$ cat config.mk
export PLATFORM = sky130hd
export DESIGN_NAME = qx_irq_gen
export DESIGN_NICKNAME = d
export VERILOG_FILES = /design/src/rtl/qx_pkg.sv /design/src/rtl/qx_queue_arm.sv /design/src/rtl/qx_wex_latch.sv /design/src/rtl/qx_full_hyst.sv /design/src/rtl/qx_irq_gen.sv
export SDC_FILE = /design/constraint.sdc
export NUM_CORES = 1
export LEC_CHECK = 0
export ABC_AREA = 1
export BUFFER_PORTS_ARGS = -buffer_cell sky130_fd_sc_hd__buf_2
export CORE_AREA = 5 5 42 44
export DETAILED_ROUTE_END_ITERATION = 8
export DIE_AREA = 0 0 47 49
export GPL_TIMING_DRIVEN = 0
export HOLD_SLACK_MARGIN = 0.08
export PLACE_DENSITY = 0.81
export REMOVE_ABC_BUFFERS = 1
export SLEW_MARGIN = 25
export SYNTH_ARGS = -nofsm -noshare
export SYNTH_HDL_FRONTEND = slang
export SYNTH_SLANG_ARGS = --single-unit
export TNS_END_PERCENT = 30
$ cat constraint.sdc
create_clock -name clk -period 0.8 [get_ports clk]
set_input_delay 0 -clock clk [delete_from_list [all_inputs] [get_ports clk]]
set_output_delay 0 -clock clk [all_outputs]
set_load 0.1 [all_outputs]
$ cat src/rtl/qx_pkg.sv
package qx_pkg;

    localparam int CAUSE_W = 4;

    typedef struct packed {
        logic aged;
        logic learned;
        logic wex_b;
        logic wex_a;
    } cause_t;

    function automatic logic qx_any(input cause_t c);
        return |c;
    endfunction

endpackage

$ cat src/rtl/qx_queue_arm.sv
module qx_queue_arm #(
    parameter int QCNT_W = 8
) (
    input  logic              clk,
    input  logic              rst,
    input  logic [QCNT_W-1:0] occ,
    input  logic              rd,
    output logic              cause_next
);
    logic armed_q;
    logic armed_next;
    logic nonempty;

    assign nonempty   = |occ;
    assign armed_next = ~nonempty | (armed_q & ~rd);
    assign cause_next = armed_next & nonempty;

    always_ff @(posedge clk) begin
        if (rst) armed_q <= 1'b1;
        else     armed_q <= armed_next;
    end
endmodule

$ cat src/rtl/qx_wex_latch.sv
module qx_wex_latch (
    input  logic clk,
    input  logic rst,
    input  logic pulse,
    input  logic rd,
    output logic pend_next
);
    logic pend_q;

    assign pend_next = pulse | (pend_q & ~rd);

    always_ff @(posedge clk) begin
        if (rst) pend_q <= 1'b0;
        else     pend_q <= pend_next;
    end
endmodule

$ cat src/rtl/qx_full_hyst.sv
module qx_full_hyst #(
    parameter int FREE_W       = 16,
    parameter int RELEASE_FREE = 2
) (
    input  logic              clk,
    input  logic              rst,
    input  logic [FREE_W-1:0] free_cnt,
    output logic              full_n
);
    localparam logic [FREE_W-1:0] REL = FREE_W'(RELEASE_FREE);

    always_ff @(posedge clk) begin
        if (rst)                 full_n <= 1'b1;
        else if (free_cnt == '0) full_n <= 1'b0;
        else if (free_cnt >= REL) full_n <= 1'b1;
    end
endmodule

$ cat src/rtl/qx_irq_gen.sv
module qx_irq_gen
    import qx_pkg::*;
#(
    parameter int QCNT_W       = 8,
    parameter int FREE_W       = 16,
    parameter int RELEASE_FREE = 2
) (
    input  logic                clk,
    input  logic                rst,
    input  logic [QCNT_W-1:0]   aged_cnt,
    input  logic [QCNT_W-1:0]   learn_cnt,
    input  logic                wex_a_pulse,
    input  logic                wex_b_pulse,
    input  logic                rd_aged_flag,
    input  logic                rd_learn_flag,
    input  logic                rd_wex_flag,
    input  logic                rd_index,
    input  logic [FREE_W-1:0]   free_cnt,
    output logic                irq,
    output logic                full_n,
    output logic [CAUSE_W-1:0]  cause_flags
);
    localparam int NQ = 2;
    localparam int NW = 2;

    logic [NQ-1:0][QCNT_W-1:0] q_occ;
    logic [NQ-1:0]             q_rd;
    logic [NQ-1:0]             q_next;
    logic [NW-1:0]             w_pulse;
    logic [NW-1:0]             w_next;
    cause_t                    cause_d;
    cause_t                    cause_q;
    logic                      irq_q;

    // index 0: learned queue, index 1: aged queue
    assign q_occ[0] = learn_cnt;
    assign q_occ[1] = aged_cnt;
    assign q_rd[0]  = rd_learn_flag | rd_index;
    assign q_rd[1]  = rd_aged_flag  | rd_index;

    assign w_pulse[0] = wex_a_pulse;
    assign w_pulse[1] = wex_b_pulse;

    for (genvar gq = 0; gq < NQ; gq++) begin : g_queue
        qx_queue_arm #(.QCNT_W(QCNT_W)) u_arm (
            .clk        (clk),
            .rst        (rst),
            .occ        (q_occ[gq]),
            .rd         (q_rd[gq]),
            .cause_next (q_next[gq])
        );
    end

    for (genvar gw = 0; gw < NW; gw++) begin : g_wex
        qx_wex_latch u_wex (
            .clk       (clk),
            .rst       (rst),
            .pulse     (w_pulse[gw]),
            .rd        (rd_wex_flag | rd_index),
            .pend_next (w_next[gw])
        );
    end

    always_comb begin
        cause_d         = '0;
        cause_d.aged    = q_next[1];
        cause_d.learned = q_next[0];
        cause_d.wex_b   = w_next[1];
        cause_d.wex_a   = w_next[0];
    end

    always_ff @(posedge clk) begin
        if (rst) begin
            cause_q <= '0;
            irq_q   <= 1'b0;
        end else begin
            cause_q <= cause_d;
            irq_q   <= qx_any(cause_d);
        end
    end

    qx_full_hyst #(.FREE_W(FREE_W), .RELEASE_FREE(RELEASE_FREE)) u_full (
        .clk      (clk),
        .rst      (rst),
        .free_cnt (free_cnt),
        .full_n   (full_n)
    );

    assign irq         = irq_q;
    assign cause_flags = cause_q;
endmodule

### Yosys cells after proc, flatten, opt, wreduce, memory -nomap -nowiden

Index checks and enable logic that the tools add are counted.

* bitwise gates (word level): 18
* muxes and demuxes: 2
* divide/modulo/power cells: 0
* multiply operators: 0
* shifts and indexed selects: 0
* reductions and logical operators: 5
* add/sub/neg operators: 0
* order comparisons: 1
* equal/unequal tests: 0

Operator list (number)
* $ge 16x2->1 const B: 1
* $logic_not 16->1: 1
* $reduce_or 8->1: 2
* $or 1x1->1: 7
* $and 1x1->1: 6
* $not 1->1: 5
* $reduce_or 4->1: 1
* $mux 1: 2
* $reduce_bool 2->1: 1

* RAM bits: 0
* bits in registers: 8
* latch bits: 0
* memories kept: 0
* input port bits: 40
* output and inout port bits: 6
* memory bits (read-only): 0

### Depth between registers and ports, before layout

* depth after elaboration: 6
* mapped depth: 6

### Hierarchy

Synthesis repeated with hierarchy kept, for this count alone.

* cells, all modules: 74
* area, all modules: 475.5 um2

Modules (own cells, without submodules)
* qx_irq_gen: times used 1, seq. area each 100.1 um2, cells each 19, area an instance 161.4 um2
* qx_queue_arm: times used 2, seq. area each 20.0 um2, cells each 13, area an instance 67.6 um2
* qx_wex_latch: times used 2, seq. area each 20.0 um2, cells each 6, area an instance 46.3 um2
* qx_full_hyst: times used 1, seq. area each 20.0 um2, cells each 17, area an instance 86.3 um2

### Worst setup path before layout

Ideal clock, no wire load.

* path type: reg-to-reg
* from: register, netlist name u_full.full_n
* to: register u_full.full_n
* slack: -0.431 ns
* data arrival time: 1.166 ns
* setup time: 0.065 ns
* buffers on the path: 0
* data required time: 0.735 ns
* cell stages (with the launch flop): 3
* cells stage by stage: dfxtp_1 > a21oi_1 > nand3b_1

RTL lines
* to (signal assigned): RTL line qx_full_hyst.sv:13 `if (rst) full_n <= 1'b1;`
* to (signal assigned): RTL line qx_full_hyst.sv:14 `else if (free_cnt == '0) full_n <= 1'b0;`
* to (signal assigned): RTL line qx_full_hyst.sv:15 `else if (free_cnt >= REL) full_n <= 1'b1;`
* to (decl): RTL line qx_full_hyst.sv:8 `output logic full_n`

### Worst setup path in the final report

* from: input free_cnt[12]
* to: register u_full.full_n

* longest elaborated chain between the ends: 2
* elaborated cells on any way between the ends: 4
* classes of those cells: order compare: 1; mux: 1; reduce/logical: 2

RTL lines
* from (decl): RTL line qx_irq_gen.sv:18 `input logic [FREE_W-1:0] free_cnt,`
* $ge 16x2->1 or $logic_not 16->1 (tied branches): RTL line qx_full_hyst.sv:15, qx_full_hyst.sv:14
* $reduce_bool 2->1 (no line) or $mux 1 (tied branches)

Parallel ways exist; a longest one is shown, timed or not.
A chain may end at the register's enable or synchronous reset.

==> impl_metrics.yaml <==
run_status:
  status: "finished with violations"
  violations: "negative hold slack, negative setup slack"
detailed_routing:
  first_iter_violations: 5
  avgRoutedWirePerCell_um: 9.67
  wirelength_um: 1210
  drtAntennaViolNets: 0
  viasPerCell: 4.30
  drc: 0
  vias: 537
  dr.pass1.iters: 4
grt:
  antenna_found_initial: 0
  grt_pass1_vias: 479
  grt_max_degree: 6
  grt_pass1_wl_um: 1790
  gr-total-overflow: 0
  gr-usage-all-layers_pct: 10.8
final_layout:
  fin_cells: 125
  stdcell_area_um2: 776
  num-fill-cells: 140
  drive_above_1_share_pct: 50.5
  n_antenna_cell: 0
  areaGrowthSynthToFinish_pct: 98.7
  post-route-util_pct: 55.4
  final_net_count: 151
clock_tree:
  h-tree-depth: 1
  cts_buffers: 3
  clk_latency_ns: 0.25
  cts.path.max_buffers: 2
  cts_root_buf: "clkbuf_4"
  post-cts-setup-buffers: 0
  cts_tree: "built"
  clkSlewWorstSetupHoldPaths_ns: 0.05
  cts_sinks: 8
sta:
  rsz0062_at_grt: "yes"
  hold_viol: 3
  worstMarginPinSlew_ns: 0.212
  hold_ws_ns: -0.0290
  fin_skew_ns: 0.00360
  finalWorstSetupSlack_ns: -0.00440
  period_needed_ns: 0.804
  fmax_mhz: 1240
  final_max_slew_viol_count: 0
  fin_crit_sh_pct: 101
  slew_headroom_pct: 85.7
  setup_viol: 1
floorplan:
  start_util_pct: 27.9
  dieArea_um2: 2300
  fp.dieH_um: 49
  io_pins: 46
  num_rows: 14
  core_um2: 1400
  die_w_um: 47
power:
  total_power_mw: 1.06
  peakVddDrop_uv: 680
  leakagePower_nw: 0.443
  powerDensity_nw_per_um2: 1370
logic_synthesis:
  syn_area_um2: 390
  synth_top_area_share_pct: 41.0
  yosysWarnings: 0
  ys_seq_area_share_pct: 41.0
  synth_area_per_cell_um2: 6.51
  synth_top_area_cell: "dfxtp_1"
  ys_ff_latch: 8
  synthCells: 60
  synth.distinct_cells: 11
  synthTopCellsByArea: "dfxtp_1 (41%), nor2_1 (15%), inv_1 (12%)"
setup_path:
  critPathRequiredTime_ns: 0.92
  slowest_stage: "dlygate4sd3_1"
  startpoint_type: "primary input"
  crit_chain: "dlygate4sd3_1, buf_2, nor4_1, nand3b_1"
  critical_path_class: "primary input to register"
  cp_max_fo: 1
  cpPeakStageDelay_ns: 0.54
  cp-end-kind: "register"
  worstPathArrival_ns: 0.92
placement:
  dp.cells: 119
  dpl-instance-area_um2: 621
  routabilityCongestion: 0.673
  numPortBuffers: 45
  hpwl_um: 1060
min_path:
  min_path_type: "primary input to register"
run:
  drv_cap: 0
report_power, final:
group | internal [mW] | leakage, nW | switching [mW] | total, mW
Combinational | 0.154 | 0.362 | 0.175 | 0.329
Sequential | 0.422 | 0.0668 | 0.0143 | 0.437
Clock | 0.171 | 0.0138 | 0.125 | 0.296
Total | 0.747 | 0.443 | 0.315 | 1.06
cells by family after synthesis:
group           Yosys count  share of synthesized area, %
buf+inv                  14                          15.4
simple gates             35                          39.7
flops                     8                          41.0
compound gates            3                          3.85
synth_stat cells:
library cell	n
nor4_1	1
nand2_1	9
nand4_1	2
nor3b_1	1
inv_1	12
a21oi_1	3
nand3b_1	2
buf_4	2
dfxtp_1	8
nor2_1	16
nand3_1	4
sequential cells by signal (all words and copies together), names as in the netlist:
signal,flops
g_wex.u_wex.pend_q,2
u_full.full_n,1
g_queue.u_arm.armed_q,2
cause_flags,2
irq,1
worst max-delay path: cells and delay by family:
kind,cells,cell delay (ns)
simple gates,2,0.26
buf+inv,2,0.66
metal layers:
metal	track usage, %	share of wire (%)	wire length [um]
met2	17.4	56	683
met1	11.1	31	372
met3	7.38	13	153
met5	0	0	0
met4	2.76	0	0
final cells by class:
| cell class | count | area (um^2) | area share (%) |
|---|---|---|---|
| Inverter | 12 | 45.0 | 5.81 |
| Multi-Input combinational cell | 38 | 183 | 23.5 |
| Tap cell | 16 | 20.0 | 2.58 |
| Timing Repair Buffer | 48 | 340 | 43.9 |
| Sequential cell | 8 | 165 | 21.3 |
| Clock buffer | 3 | 22.5 | 2.90 |
per-stage QoR:
stage	setup slack [ns]	setup TNS [ns]
final	-0.00440	-0.00440
after global routing	-0.0729	-0.187
after CTS	-0.0338	-0.0720
after detailed placement	0.00113	0
after global placement	0.00941	0
after floorplan	-0.578	-2.67
repair_timing:
| action | 4_1_cts | 5_1_grt |
|---|---|---|
| hold buffers | 1 | 3 |
| pin swaps | 0 | 2 |
| resized for setup | 19 | 11 |
| hold endpoints to repair | 7 | 6 |
| setup endpoints to repair | 7 | 11 |
cells in the final DEF (no fill, tap or decap), drive strengths merged:
master and count:
dfxtp 8, nand3 4, buf 45, dlygate4sd3 3
nor2 16, nor3b 1, clkbuf 3, a21oi 3
nand2 9, nand3b 2, inv 12, nor4 1
nand4 2
final timing paths:
| kind | startpoint | end | slack (ns) | depth (start not counted) |
|---|---|---|---|---|
| setup / recovery | free_cnt[12] | u_full.full_n | -0.004 | 4 |
| hold / removal | free_cnt[11] | u_full.full_n | -0.03 | 3 |
| setup reg to reg | g_wex[1].u_wex.pend_q | irq | 0.02 | 4 |
| hold reg to reg | g_queue[0].u_arm.armed_q | g_queue[0].u_arm.armed_q | 0.49 | 2 |
Power figures use the tool's default switching activity.
